<file path="config.mk">
export PLATFORM = sky130hd
export DESIGN_NAME = wdog_window
export DESIGN_NICKNAME = d
export VERILOG_FILES = /design/src/rtl/wdg_pkg.sv /design/src/rtl/wdg_ctrl_reg.sv /design/src/rtl/wdg_counter.sv /design/src/rtl/wdg_service.sv /design/src/rtl/wdog_window.sv
export SDC_FILE = /design/constraint.sdc
export NUM_CORES = 1
export LEC_CHECK = 0
export BUFFER_PORTS_ARGS = -buffer_cell sky130_fd_sc_hd__buf_2
export CAP_MARGIN = 10
export CORE_MARGIN = 2
export CORE_UTILIZATION = 60
export CTS_CLUSTER_SIZE = 30
export DETAILED_ROUTE_END_ITERATION = 16
export GPL_ROUTABILITY_DRIVEN = 0
export PLACE_DENSITY = 0.79
export REMOVE_ABC_BUFFERS = 1
export SLEW_MARGIN = 30
export SYNTH_ARGS = -nofsm -noshare
export SYNTH_HDL_FRONTEND = slang
export SYNTH_SLANG_ARGS = --single-unit
</file>
<file path="constraint.sdc">
create_clock -name clk -period 1.6 [get_ports clk]
set_clock_uncertainty 0.1 [all_clocks]
set_input_delay 0.24 -clock clk [delete_from_list [all_inputs] [get_ports clk]]
set_output_delay 0.24 -clock clk [all_outputs]
set_load 0.01 [all_outputs]
</file>
<file path="src/rtl/wdg_pkg.sv">
package wdg_pkg;

  localparam logic [7:0] KEY_ARM  = 8'h55;
  localparam logic [7:0] KEY_FIRE = 8'hAA;

  // Exponent of the timeout period for a rate code; 0 means disabled.
  function automatic int unsigned rate_exp(input logic [2:0] code, input int unsigned trim);
    int unsigned e;
    case (code)
      3'd1:    e = 14;
      3'd2:    e = 16;
      3'd3:    e = 18;
      3'd4:    e = 20;
      3'd5:    e = 22;
      3'd6:    e = 23;
      3'd7:    e = 24;
      default: e = 0;
    endcase
    return (e == 0) ? 0 : e - trim;
  endfunction

endpackage

</file>
<file path="src/rtl/wdg_ctrl_reg.sv">
module wdg_ctrl_reg (
  input  logic       clk,
  input  logic       rst_n,
  input  logic       we,
  input  logic       special,
  input  logic       wr_win,
  input  logic       wr_dstop,
  input  logic [2:0] wr_rate,
  output logic       win_q,
  output logic       dstop_q,
  output logic [2:0] rate_q,
  output logic       restart
);

  logic       lock_main_q, lock_dstop_q;
  logic       lock_main_d, lock_dstop_d;
  logic       win_d, dstop_d;
  logic [2:0] rate_d;
  logic       main_ok, dstop_ok;

  always_comb begin
    main_ok      = we && (special || !lock_main_q);
    dstop_ok     = we && !lock_dstop_q;
    lock_main_d  = lock_main_q | (we & ~special);
    lock_dstop_d = lock_dstop_q | we;
    win_d        = main_ok  ? wr_win   : win_q;
    rate_d       = main_ok  ? wr_rate  : rate_q;
    dstop_d      = dstop_ok ? wr_dstop : dstop_q;
    restart      = main_ok;
  end

  always_ff @(posedge clk or negedge rst_n) begin
    if (!rst_n) begin
      lock_main_q  <= 1'b0;
      lock_dstop_q <= 1'b0;
      win_q        <= 1'b0;
      dstop_q      <= 1'b0;
      rate_q       <= 3'd0;
    end else begin
      lock_main_q  <= lock_main_d;
      lock_dstop_q <= lock_dstop_d;
      win_q        <= win_d;
      dstop_q      <= dstop_d;
      rate_q       <= rate_d;
    end
  end

  AST_LOCK_HOLDS: assert property (@(posedge clk) disable iff (!rst_n)
    (we && lock_main_q && !special) |=> ($stable(rate_q) && $stable(win_q)));

  AST_DSTOP_ONCE: assert property (@(posedge clk) disable iff (!rst_n)
    (we && lock_dstop_q) |=> $stable(dstop_q));

endmodule

</file>
<file path="src/rtl/wdg_counter.sv">
module wdg_counter #(
  parameter int unsigned EXP_TRIM = 0
) (
  input  logic       clk,
  input  logic       rst_n,
  input  logic [2:0] rate,
  input  logic       freeze,
  input  logic       restart,
  output logic       timeout,
  output logic       win_open
);
  import wdg_pkg::*;

  localparam int unsigned CNT_W = 24 - EXP_TRIM;

  logic [CNT_W-1:0] count_q, count_d;
  logic [CNT_W:0]   period;
  logic [CNT_W-1:0] mask;
  logic [4:0]       e;
  logic             en, at_end;

  always_comb begin
    e        = 5'(rate_exp(rate, EXP_TRIM));
    en       = (rate != 3'd0);
    period   = (CNT_W+1)'(1) << e;
    mask     = CNT_W'(period - 1'b1);
    at_end   = (count_q == mask);
    win_open = en && (count_q >= (mask - (mask >> 2)));
    timeout  = en && !restart && !freeze && at_end;
    if (!en || restart)  count_d = '0;
    else if (freeze)     count_d = count_q;
    else if (at_end)     count_d = '0;
    else                 count_d = count_q + 1'b1;
  end

  always_ff @(posedge clk or negedge rst_n) begin
    if (!rst_n) count_q <= '0;
    else        count_q <= count_d;
  end

  AST_COUNT_BOUND: assert property (@(posedge clk) disable iff (!rst_n)
    en |-> (count_q <= mask));

  AST_FREEZE_HOLDS: assert property (@(posedge clk) disable iff (!rst_n)
    (en && freeze && !restart) |=> $stable(count_q));

  AST_DISABLED_QUIET: assert property (@(posedge clk) disable iff (!rst_n)
    !en |-> (!timeout && !win_open));

endmodule

</file>
<file path="src/rtl/wdg_service.sv">
module wdg_service (
  input  logic       clk,
  input  logic       rst_n,
  input  logic       we,
  input  logic [7:0] wdata,
  input  logic       en,
  input  logic       win,
  input  logic       win_open,
  output logic       restart,
  output logic       violation
);
  import wdg_pkg::*;

  logic armed_q, armed_d;

  always_comb begin
    armed_d   = armed_q;
    restart   = 1'b0;
    violation = 1'b0;
    if (!en) begin
      armed_d = 1'b0;
    end else if (we) begin
      if (win && !win_open) begin
        violation = 1'b1;
        armed_d   = 1'b0;
      end else if (wdata == KEY_ARM) begin
        armed_d = 1'b1;
      end else if (wdata == KEY_FIRE && armed_q) begin
        restart = 1'b1;
        armed_d = 1'b0;
      end else begin
        violation = 1'b1;
        armed_d   = 1'b0;
      end
    end
  end

  always_ff @(posedge clk or negedge rst_n) begin
    if (!rst_n) armed_q <= 1'b0;
    else        armed_q <= armed_d;
  end

  AST_FIRE_NEEDS_ARM: assert property (@(posedge clk) disable iff (!rst_n)
    restart |-> armed_q);

endmodule

</file>
<file path="src/rtl/wdog_window.sv">
module wdog_window #(
  parameter int unsigned ADDR_W    = 4,
  parameter int unsigned CTRL_ADDR = 0,
  parameter int unsigned SVC_ADDR  = 1,
  parameter int unsigned EXP_TRIM  = 0
) (
  input  logic              clk,
  input  logic              rst_n,
  input  logic [ADDR_W-1:0] bus_addr,
  input  logic              bus_we,
  input  logic [7:0]        bus_wdata,
  output logic [7:0]        bus_rdata,
  input  logic              dbg_active,
  input  logic              special_mode,
  output logic              rst_req
);

  localparam logic [ADDR_W-1:0] A_CTRL = ADDR_W'(CTRL_ADDR);
  localparam logic [ADDR_W-1:0] A_SVC  = ADDR_W'(SVC_ADDR);

  logic [1:0] rst_sync_q;
  logic       rst_n_i;
  logic       ctrl_we, svc_we;
  logic       win_q, dstop_q;
  logic [2:0] rate_q;
  logic       ctrl_restart, svc_restart, violation;
  logic       timeout, win_open;
  logic       rst_req_q, rst_req_d;

  always_ff @(posedge clk or negedge rst_n) begin
    if (!rst_n) rst_sync_q <= 2'b00;
    else        rst_sync_q <= {rst_sync_q[0], 1'b1};
  end
  assign rst_n_i = rst_sync_q[1];

  assign ctrl_we = bus_we && (bus_addr == A_CTRL);
  assign svc_we  = bus_we && (bus_addr == A_SVC);

  wdg_ctrl_reg u_ctrl (
    .clk(clk), .rst_n(rst_n_i), .we(ctrl_we), .special(special_mode),
    .wr_win(bus_wdata[7]), .wr_dstop(bus_wdata[6]), .wr_rate(bus_wdata[2:0]),
    .win_q(win_q), .dstop_q(dstop_q), .rate_q(rate_q), .restart(ctrl_restart)
  );

  wdg_counter #(.EXP_TRIM(EXP_TRIM)) u_cnt (
    .clk(clk), .rst_n(rst_n_i), .rate(rate_q),
    .freeze(dstop_q & dbg_active),
    .restart(ctrl_restart | svc_restart),
    .timeout(timeout), .win_open(win_open)
  );

  wdg_service u_svc (
    .clk(clk), .rst_n(rst_n_i), .we(svc_we), .wdata(bus_wdata),
    .en(rate_q != 3'd0), .win(win_q), .win_open(win_open),
    .restart(svc_restart), .violation(violation)
  );

  always_comb begin
    rst_req_d = (timeout | violation) & ~rst_req_q;
    if (bus_addr == A_CTRL) bus_rdata = {win_q, dstop_q, 3'b000, rate_q};
    else                    bus_rdata = 8'h00;
  end

  always_ff @(posedge clk or negedge rst_n_i) begin
    if (!rst_n_i) rst_req_q <= 1'b0;
    else          rst_req_q <= rst_req_d;
  end
  assign rst_req = rst_req_q;

  AST_PULSE_SINGLE: assert property (@(posedge clk) disable iff (!rst_n_i)
    rst_req_q |=> !rst_req_q);

  AST_EARLY_WRITE_TRIPS: assert property (@(posedge clk) disable iff (!rst_n_i)
    (svc_we && rate_q != 3'd0 && win_q && !win_open && !rst_req_q) |=> rst_req_q);

  AST_IDLE_NO_REQ: assert property (@(posedge clk) disable iff (!rst_n_i)
    (rate_q == 3'd0 && !rst_req_q) |=> !rst_req_q);

endmodule

</file>
# Word-level counts from Yosys, hierarchy flattened
# Cells that the tools add are included.
dict set report totals {
  word_cells 77
  ff_bits 35
  input_bits 17
}
dict set report classes {
  mux 20
  eq_ne 13
  n_bitwise 9
  add_sub_neg 3
  n_shift 1
  n_reduce_logical 21
  magnitude_cmp 1
}
# op count
set ops {}
lappend ops {{2-to-1 mux 24 bit} 3}
lappend ops {{one-hot mux 5 bit (7 select lines)} 1}
lappend ops {{logical NOT 32 bit} 1}
lappend ops {{adder 24 x 1 -> 24 bit (second input constant)} 1}
lappend ops {{== test 24 bit} 1}
lappend ops {{greater-or-equal comparator 24 bit} 1}
lappend ops {{left shift 1 x 5 -> 24 bit (first input constant)} 1}
lappend ops {{subtractor 24 x 1 -> 24 bit (second input constant)} 1}
lappend ops {{subtractor 24 x 22 -> 24 bit} 1}
lappend ops {{2-to-1 mux 1 bit} 14}
lappend ops {{== test 3 bit (second input constant)} 4}
lappend ops {{logical AND 1 bit} 10}
lappend ops {{== test 8 x 7 -> 1 bit (second input constant)} 1}
lappend ops {{== test 8 bit (second input constant)} 1}
lappend ops {{2-to-1 mux 8 bit} 1}
lappend ops {{== test 3 x 2 -> 1 bit (second input constant)} 2}
lappend ops {{logical NOT 1 bit} 6}
lappend ops {{2-to-1 mux 5 bit} 1}
lappend ops {{== test 4 x 1 -> 1 bit (second input constant)} 1}
lappend ops {{logical NOT 4 bit} 1}
lappend ops {{!= test 2 bit (second input constant)} 2}
lappend ops {{OR 1 bit} 4}
lappend ops {{bitwise AND 1 bit} 3}
lappend ops {{== test 3 x 1 -> 1 bit (second input constant)} 1}
lappend ops {{3 further kinds} 5}

# Logic depth before layout (Yosys ltp)
# Gate-level depths: netlist (run 1).
dict set report logic_depth {
  ltp_word 21
  depth_mapped 25
  depth_no_buf 20
}

# By module
# From an unflattened synthesis (run 1), not the netlist that was laid out.
dict set report hier_totals {
  cells_unflattened 504
  area_unflattened_um2 3872.5
}
# mod n_inst area_per_inst_um2 cells_per_inst
set by_module_without_submodules {}
lappend by_module_without_submodules {wdg_counter 1 3238.1 446}
lappend by_module_without_submodules {wdg_ctrl_reg 1 275.3 20}
lappend by_module_without_submodules {wdog_window 1 220.2 23}
lappend by_module_without_submodules {wdg_service 1 138.9 15}

# Least setup slack after synthesis (run 1)
# Ideal clock, no wire load.
dict set report synth_timing {
  kind {register to register}
  from {register u_ctrl.rate_q[1]}
  to {register u_cnt.count_q[7]}
  arrival_time_ps 5316
  stages_incl_launch_ff 24
  synth_period_minus_slack_ps 5559
  n_path_buf 6
  setup_slack_ps -3959
  cell_sequence {dfrtp_1 -> or3_1 -> buf_2 -> ha_1 -> buf_2 -> buf_2 -> clkbuf_1 -> clkbuf_1 -> ha_1 -> o211ai_1 -> a21oi_1 -> o21ai_0 -> a32o_1 -> o311ai_1 -> mux2_2 -> nor4_1 -> ha_1 -> nand4_1 -> nor2_1 -> o2111ai_1 -> and3_1 -> o311ai_2 -> clkbuf_1 -> a311oi_1}
}
dict set report synth_between {
  elab_chain_cells 17
  elab_cells_between_ends 29
  classes_between {add/sub: 2; order compare: 1; eq/ne: 9; shift: 1; mux: 8; bitwise: 1; reduce/logical: 7}
}
# element line_no
set synth_rtl {}
lappend synth_rtl {{start: declaration} wdg_ctrl_reg.sv:11} ;# output logic [2:0] rate_q,
lappend synth_rtl {{start signal: assignment} wdg_ctrl_reg.sv:44} ;# rate_q <= rate_d;
lappend synth_rtl {{== test 3 bit (tied with other cells)} wdg_pkg.sv:9} ;# case (code)
lappend synth_rtl {{one-hot mux 5 bit (7 select lines)} wdg_pkg.sv:9}
lappend synth_rtl {{logical NOT 32 bit} wdg_pkg.sv:19} ;# return (e == 0) ? 0 : e - trim;
lappend synth_rtl {{2-to-1 mux 5 bit} wdg_pkg.sv:19}
lappend synth_rtl {{left shift 1 x 5 -> 24 bit} wdg_counter.sv:25} ;# period = (CNT_W+1)'(1) << e;
lappend synth_rtl {{subtractor 24 x 1 -> 24 bit} wdg_counter.sv:26} ;# mask = CNT_W'(period - 1'b1);
lappend synth_rtl {{subtractor 24 x 22 -> 24 bit} wdg_counter.sv:28} ;# win_open = en && (count_q >= (mask - (mask >> 2)));
lappend synth_rtl {{greater-or-equal comparator 24 bit} wdg_counter.sv:28}
lappend synth_rtl {{logical AND 1 bit} wdg_counter.sv:28}
lappend synth_rtl {{logical NOT 1 bit} wdg_service.sv:23} ;# if (win && !win_open) begin
lappend synth_rtl {{logical AND 1 bit} wdg_service.sv:23}
lappend synth_rtl {{2-to-1 mux 1 bit} wdg_service.sv:23}
lappend synth_rtl {{2-to-1 mux 1 bit} wdg_service.sv:22} ;# end else if (we) begin
lappend synth_rtl {{2-to-1 mux 1 bit} wdg_service.sv:20} ;# if (!en) begin
lappend synth_rtl {{OR 1 bit} wdog_window.sv:48} ;# .restart(ctrl_restart | svc_restart),
lappend synth_rtl {{logical OR 1 bit} wdg_counter.sv:30} ;# if (!en || restart) count_d = '0;
lappend synth_rtl {{!= test 2 bit (no line) / 2-to-1 mux 24 bit (equally long branches)} --}
lappend synth_rtl {{end signal: assignment} wdg_counter.sv:38} ;# else count_q <= count_d;
lappend synth_rtl {{end: declaration} wdg_counter.sv:16} ;# logic [CNT_W-1:0] count_q, count_d;
# Several ways; a longest one is shown, not always the timed one. The select of a mux whose other input is x is not followed.
# A chain may end at the register's enable or synchronous reset.

# Final worst setup path (run 1)
dict set report layout_timing {
  from {register u_ctrl.rate_q[1]}
  to {register u_cnt.count_q[14]}
}
# The elaborated chain is that of the path after synthesis.

==> reports/summary.md, run 1 <==
The run finished, with violations left. The final reports fail on negative setup slack. The number of antenna repair diodes came out at 0. The class of the tightest hold or removal check was in2reg.

The Yosys step of the flow raised 0 warnings. The number of antenna violations at the first check in global routing came out at 0. Once detailed placement completed, the half-perimeter wirelength came to 9491 um.

In the routed design, unresolved DRC markers number 0. The worst setup path is launched from a flop. The longest clock path from root to sink contains 2 buffers. Clock tree synthesis found a total of 35 sinks. Buffers inserted during clock tree synthesis total 5.

In the final layout, the share of cells above drive strength 1 is 38.79%. In this run the cell area of the synthesized design comes to 0.003913 mm2. The final count of hold timing violations came out at 0. Via count of the first global-routing pass: 5120. The analysis attributes to net switching a power of 3.724 mW. The share of synthesized area spent on multiplexers is 3.294%, and the layout net count is 709.

In the final layout, the multi-input gates occupy 0.003147 mm2. After the first detailed-routing iteration, the DRC count stood at 603. The relative contribution of the clock network to total power was 10.9%; the share of total power consumed by net switching was 47.36%. The highest ir drop seen on vdd is 0.001376 V. The critical path startpoint is u_ctrl.rate_q[1].

The top cell type by area accounts for 22.39% of the synthesized area. The fraction of synthesis flops using an asynchronous set or reset pin was 100.0%. Counting flops with a built-in enable in the synthesized netlist gives 0. The post-synthesis sequential element count is 35. Global routing consumed, over all layers together, 46.06% of the routing resources. For the minimum setup slack in the final design, the log shows -3.454 ns. Core box area: 0.006314 mm2. The post-synthesis simple-gate area fraction works out to 30.19%. The leakage component of the power was 2.617 nW; the via count was 5209.

The run gives 27 as the final-report setup violation count. Clock latency on the worst-skew pair, taken at its later pin, is 0.31 ns. Total power for the finished layout comes to 7.864 mW. For the pin with the worst max-slew slack, the measured transition is 0.5409 ns. The number of fillers in the final layout is 271. Combinational logic burns 75.8% of the power. The max-cap check violation count was 0. The required time of the critical path was 1.67 ns. CTS placed an instance of clkbuf_8 at the clock tree root. The initialized floorplan defines 29 standard-cell rows. Synthesized instance count: 515. Dividing the final minimum period by the clock period gives 315.9%. The number of pins with negative max-slew slack in the final report is 0, and the mean instance size in the synthesized netlist is 7.597 um2. The detail route stage leaves a number of antenna-violating nets equal to 0. For this configuration, the core starts out at a cell density of 61.97%.

Input and output buffers added on the ports amount to 22. The pin count of the biggest net entering global routing was 34; the areal power density over the cells was 1387 mW/mm2. The run gives 709 as the count of placed standard cells including taps. The synthesized netlist contains 74 unique library cells.

The run gives 25960 um as the wire length of the first global-routing pass. Data arrives at the worst endpoint at 5.13 ns. The critical path goes through or3_4 > ha_4 > buf_8 > ha_4 > o21a_1 > o21a_1 > o21ai_2 > a32o_2 > o311ai_2 > buf_4 > mux2_4 > nor4_4 > ha_1 > nand4_1 > nor2_2 > o2111ai_2 > and3_4 > o311ai_4 > o21bai_4 > nor3_2. Yosys attributes the largest share of cell area to dfrtp_1 22%, ha_1 10%, a21oi_1 6.3%. The critical path contains buffers and inverters numbering 2 combined.

After Yosys synthesis, full adders, half adders and majority gates account for 10.75% of the synthesized area. The XOR/XNOR share of the synthesized area was 4.477%; the minimum hold slack was 0.03788 ns. The height of the die was 84.75 um; the floorplan die area was 0.007183 mm2. The routed design has 17270 um of wire. The final period demand of the worst path works out to 5.054 ns.

In this run the most critical hold path is launched from special_mode. The register cell area after layout is 875.8 um2. Cell family contributing the most delay on the critical path: compound AO/OA/AOI/OAI gates. The internal cell power is 4.140 mW, and the clock edge transition at the registers on the reported setup and hold paths is 0.09 ns.

In this run the critical register-to-register path is launched from u_ctrl.rate_q[1]. After detailed routing, the average wire length per cell comes to 23.44 um. The headroom to the max-slew limit was 63.61%. For the highest clock frequency the design can meet, the log shows 197.9 MHz. The worst-path cell with the longest stage delay was or3_4. For the share of synthesized area occupied by flip-flops and latches, the log shows 22.39%. For this run, the slowest stage of the critical path takes 0.41 ns. In this run the number of H-tree levels came out at 2. The synthesized design spends more area on one cell type than any other, namely dfrtp_1. The largest driver fanout on the critical path was 8.

The die span in x came out at 84.75 um. TritonCTS built the clock tree. Setup repair after global routing could not meet its margin everywhere. For this design the top-level I/O count stands at 26.

The run gives 0 as the total congestion overflow. Compared with the post-synthesis result, the final layout area differs by 44.90%. The most common flop cell mapped by yosys is dfrtp_1. The sequential power share was 13.3%. STA classifies the critical path endpoint as a flop. In the routed layout, each cell is associated on average with a via count of 7.068.

Type of the setup path with the least slack: reg2reg. Post-synthesis compound-gate area fraction: 21.11%. The run gives 6 as the number of iterations in the first detailed-routing pass. The dominant combinational cell family by area after synthesis was simple AND/OR/NAND/NOR gates. For this run, the number of standard cells in the final layout without fillers is 737.
cell usage in the layout, fill, tap and decap left out, types with 3 or more instances in the layout:
cell      count
buf_4       141
nand3_1      38
or3_1         5
inv_1        24
xor2_1        8
o211ai_1      6
buf_2        22
a311oi_2      3
and2_1        8
ha_1         26
nand2_1      33
nor3_2        8
nand4_1      13
nor2_1       39
mux2_2        6
buf_12        3
nand2b_1      6
clkbuf_8      5
a21o_1        6
nor3_1       21
nor4bb_1      3
xnor2_1      11
nor4_4        3
nor4_1        6
a211oi_1      4
and3_1        7
conb_1        5
o21ai_0      24
o21a_1        5
a21oi_2      12
mux2i_1       5
a21oi_1      36
ha_4          6
buf_6         7
dfrtp_1      35
area by class of cell:
cell class	count	area share, %
multi-input combinational	416	55.51
timing repair buffer	175	23.50
sequential	35	15.45
inverter	26	1.788
tap	77	1.699
clock buffer	5	1.214
clock inverter	3	0.8387
flip-flops by register name, indices dropped and copies added (netlist names):
name                 flops
rst_req                  1
rst_sync_q               2
u_cnt.count_q           24
u_ctrl.dstop_q           1
u_ctrl.lock_dstop_q      1
u_ctrl.lock_main_q       1
u_ctrl.rate_q            3
u_ctrl.win_q             1
u_svc.armed_q            1
routing by layer:
metal  part of all wire (%)  track usage, %  vias up
li1                       -               -     2161
met1                     33           50.06     2389
met2                     47           77.09      478
met3                     11           12.09      181
met4                    9.5           33.48        0
met5                      0               0        -
synthesized netlist by cell type, drive strengths merged, types with 3 or more instances:
master and instances:
a211oi 4, a21o 6, a21oi 49, a311oi 3
and2 9, and3 10, buf 18, clkbuf 23
dfrtp 35, ha 32, inv 25, mux2 7
mux2i 5, nand2 33, nand2b 7, nand3 40
nand4 13, nor2 40, nor3 29, nor4 11
nor4bb 3, o211ai 6, o21a 5, o21ai 27
o21bai 3, or3 6, xnor2 11, xor2 9
worst paths after layout:
path	end	slack, ns	depth (start not counted)
max	u_cnt.count_q[14]	-3.45	20
min	u_ctrl.lock_main_q	0.04	2
max reg2reg	u_cnt.count_q[14]	-3.45	20
min reg2reg	u_cnt.count_q[10]	0.19	1
max in group asynchronous	u_cnt.count_q[18]	0.88	1
min in group asynchronous	rst_sync_q[1]	0.14	2
repair_timing:
action                     in CTS  in global routing
pin swaps                      37                 14
resized for setup              58                 26
setup buffers                  10                 10
hold buffers                    1                  0
hold endpoints to repair        2                  0
cloned                          1                  0
setup endpoints to repair      26                 29
worst register-to-register path, cell delays in order (launching register included):
cell	delay (ns)
dfrtp_1	0.39
or3_4	0.41
ha_4	0.21
buf_8	0.15
ha_4	0.28
o21a_1	0.17
o21a_1	0.19
o21ai_2	0.09
a32o_2	0.27
o311ai_2	0.28
buf_4	0.17
mux2_4	0.31
nor4_4	0.24
ha_1	0.18
nand4_1	0.12
nor2_2	0.20
o2111ai_2	0.13
and3_4	0.23
o311ai_4	0.39
o21bai_4	0.31
nor3_2	0.09
power groups by stage:
stage / sequential, mW / clock (mW) / combinational, mW
floorplan: 1.18 / 0 / 2.40
global placement: 1.05 / 0 / 4.26
detailed placement: 1.05 / 0 / 4.46
CTS: 1.04 / 0.845 / 5.07
global route: 1.06 / 0.889 / 6.23
finish: 1.05 / 0.854 / 5.96
stage by stage:
step	utilization [%]	cell area (um2)	worst slack, ns	TNS (ns)
final	89.79	5669	-3.454	-88.80
after global routing	89.79	5669	-3.579	-91.96
after CTS	86.41	5455	-3.071	-78.02
after detailed placement	78.26	4941	-3.712	-93.28
after global placement	78.26	4941	-3.480	-88.40
after floorplan	-	3724	-4.659	-116.02
kinds of logic after synthesis:
group | count (synthesis)
other | 2
muxes | 12
adders and majority gates | 33
and+or+nand+nor | 219
buffers and inverters | 67
DFF | 35
xor gates and xnor gates | 20
AOI/OAI and AO/OA | 127
Power figures use the tool's default switching activity.
==> run 2: changes to the inputs <==
- CELL_PAD_IN_SITES_DETAIL_PLACEMENT: default -> 0
- CELL_PAD_IN_SITES_GLOBAL_PLACEMENT: default -> 2
- CORE_UTILIZATION: 60 -> 37
- PLACE_DENSITY: 0.79 -> default
- PLACE_DENSITY_LB_ADDON: default -> 0.1
- SLEW_MARGIN: 30 -> 5
==> reports/summary.md, run 2 (same netlist as run 1, synthesis figures left out) <==
The design draws 7.576 mW. The worst path needs 4.763 ns of the cycle, external delays included. The tools report the root buffer cell as clkbuf_8. In this run the horizontal extent of the chip is 106.8 um. Cells with a size suffix above 1 make up 39.58% of the layout. The final instance area is 0.005858 mm2, and the number of antenna violations at the first check in global routing is 0. After routing, the total negative slack on setup checks comes to -81.16 ns. The placed instances occupy a cell area of 0.005057 mm2. The run gives 33 as the pin count of the biggest net entering global routing. For the maximum clock path buffer count, the log shows 2.

In the final layout, the registers with the most flip-flops are u_cnt.count_q x24, u_ctrl.rate_q x3, rst_sync_q x2. The tools report the sum of routed wire length over all layers as 13990 um. The via count of the first global-routing pass came out at 4506. The top cell types in the final layout, fill and taps aside, are 139 x buf_4, 39 x nor2_1, 38 x nand3_1.

In this run the number of H-tree levels came out at 2. Dividing the final minimum period by the clock period gives 297.7%. The routed layout has 4413 vias. The floorplan step defined a core boundary enclosing 0.01028 mm2.

For this run the aggregate overflow at the end of global routing stands at 0. The count of nets left with antenna violations once routing finished came out at 0. Setup violations remaining at the end of the flow were counted as 28. The startpoint of the tightest hold check path is special_mode. TritonCTS built the clock tree. The logs give 64.89% for the headroom to the max-slew limit and 4.85 ns for the arrival time of data at the critical path endpoint. In this run the worst path has a maximum fanout of 7. The floorplan step defined a die boundary enclosing 0.01141 mm2. The layout has 980 filler cells. Number of flip-flops in the largest register: 24. The critical path in this run is classified as reg2reg. The areal power density over the cells is 1293 mW/mm2, and the placement row count is 37. In the final routed layout, each cell accounts on average for 17.53 um. STA classifies the critical path endpoint as a flop. The final count of hold timing violations is 0, and the max-cap check violation count is 0.

The slew at the pin with the worst max-slew slack was 0.5219 ns. The tools report the startpoint of the worst-slack reg-to-reg timing path as u_ctrl.rate_q[1]. Setup repair after global routing could not meet its margin everywhere.

In this run the critical register-to-register path is captured at u_cnt.count_q[17]. For the layout net count, the log shows 711. Using the TritonRoute via totals, the vias-per-cell ratio works out to 5.530. For the worst setup path, the data required time is 1.68 ns.

For the minimum hold slack, the log shows 0.03634 ns. The height of the die was 106.8 um. The register with the most flip-flops is u_cnt.count_q. The class of the tightest hold or removal check was in2reg. The tools report the number of pins with negative max-slew slack in the final report as 0. Clock edge transition at the registers on the reported setup and hold paths: 0.08 ns. For this design, the sink count on the clock tree is 35. For the TritonCTS buffer count, the log shows 5. The first routing iteration left 219 violations. The highest ir drop seen on vdd is 0.0005567 V, and the starting density of the core is 38.07%. The number of iterations in the first detailed-routing pass came out at 4. The first global-routing pass estimated 22980 um of wire. The number of antenna repair diodes is 0, and the area growth from synthesis to final layout is 49.73%. The library cell used most frequently in the layout, excluding fill and tap cells, is buf_4. The tools report the clock latency reported for the late side of the worst-skew pair as 0.30 ns. The type of element launching the critical path was a flop. Counting instances, the worst hold path has a depth of 2.

In this run the tool buffered the top-level ports with 22 buffer cells. The path with the worst hold slack has its endpoint at u_ctrl.lock_main_q. The logs give 0 for the count of unresolved DRC violations after routing and 2.672 nW for the leakage component of the power.

The checks that failed: negative setup slack. The highest clock frequency the design can meet was 210.0 MHz; the global-route usage over all layers was 25.50%. Timing analysis after detailed placement gives a worst setup slack of -3.537 ns. The worst register-to-register path has a depth of 23. For this design the top-level I/O count stands at 26. The flow ran to the end, but the final reports show violations. The reg2reg setup slack is -3.16 ns.

After legalization and detailed placement, the total HPWL measured 10100 um. The minimum setup slack in the final design is -3.163 ns.
## run 2: cell types whose count changed in the layout (fill, tap and decap cells not counted), sizes merged
cell | previous run | this run
clkbuf | 5 | 6
buf | 174 | 175
clkinvlp | 1 | 0
clkinv | 2 | 3
## run 2: worst max path at each step
stage                           startpoint           endpoint  slack [ns]  depth (start not counted)
final                     u_ctrl.rate_q[1]  u_cnt.count_q[17]       -3.16                         23
after floorplan           u_ctrl.rate_q[1]  u_cnt.count_q[13]       -4.66                         19
after detailed placement  u_ctrl.rate_q[2]  u_cnt.count_q[18]       -3.54                         21
after global routing      u_ctrl.rate_q[1]  u_cnt.count_q[17]       -3.40                         23
after global placement    u_ctrl.rate_q[2]  u_cnt.count_q[17]       -3.45                         20
after CTS                 u_ctrl.rate_q[1]  u_cnt.count_q[14]       -3.12                         22
## run 2: worst max-delay path, stage by stage (launching register included)
cell	delay [ns]
dfrtp_1	0.38
or3_4	0.40
buf_4	0.19
inv_1	0.09
ha_1	0.17
inv_1	0.06
fa_1	0.36
a21o_1	0.19
a31oi_1	0.19
o21ai_1	0.19
nand2b_1	0.17
o21ai_0	0.10
o22a_1	0.19
xnor2_1	0.16
ha_1	0.29
nand4_1	0.13
nor2_2	0.17
buf_4	0.13
o2111ai_2	0.10
and3_4	0.21
o311ai_4	0.28
buf_4	0.19
clkbuf_16	0.16
a2111oi_2	0.05
## run 2: per-stage QoR
| stage | util (%) | std cells |
|---|---|---|
| 2_1_floorplan | - | 477 |
| 3_3_place_gp | 49.21 | 772 |
| 3_5_place_dp | 49.21 | 772 |
| 4_1_cts | 55.38 | 791 |
| 5_1_grt | 57.00 | 798 |
| 6_report | 57.00 | 798 |
## run 2: repair_timing
action	in CTS	in global routing
setup endpoints to repair	29	29
pin swaps	37	18
gates resized for setup	80	26
buffers inserted	9	10
hold buffers	1	0
gates cloned	2	1
hold endpoints to repair	2	0
## run 2: report_power, final
part           switching (mW)  leakage, nW  internal (mW)
registers              0.0721        0.466          0.971
clock network           0.365       0.0581          0.464
logic                    2.90         2.15           2.80
## run 2: layout make-up
type	count	area [um2]	share of cell area (%)
clock inverters	3	43.79	0.7475
inverters	26	105.1	1.794
flip-flops and latches	35	875.8	14.95
well taps	136	170.2	2.905
clock buffers	5	68.82	1.175
multi-input cells	416	3161	53.95
repair buffers	177	1434	24.48
## run 2: per-layer routing
| layer | GRT usage, % | routed length (um) |
|---|---|---|
| met4 | 7.236 | 374 |
| met3 | 2.553 | 308 |
| met1 | 33.25 | 6413 |
| met5 | 0 | 0 |
| met2 | 44.72 | 6896 |
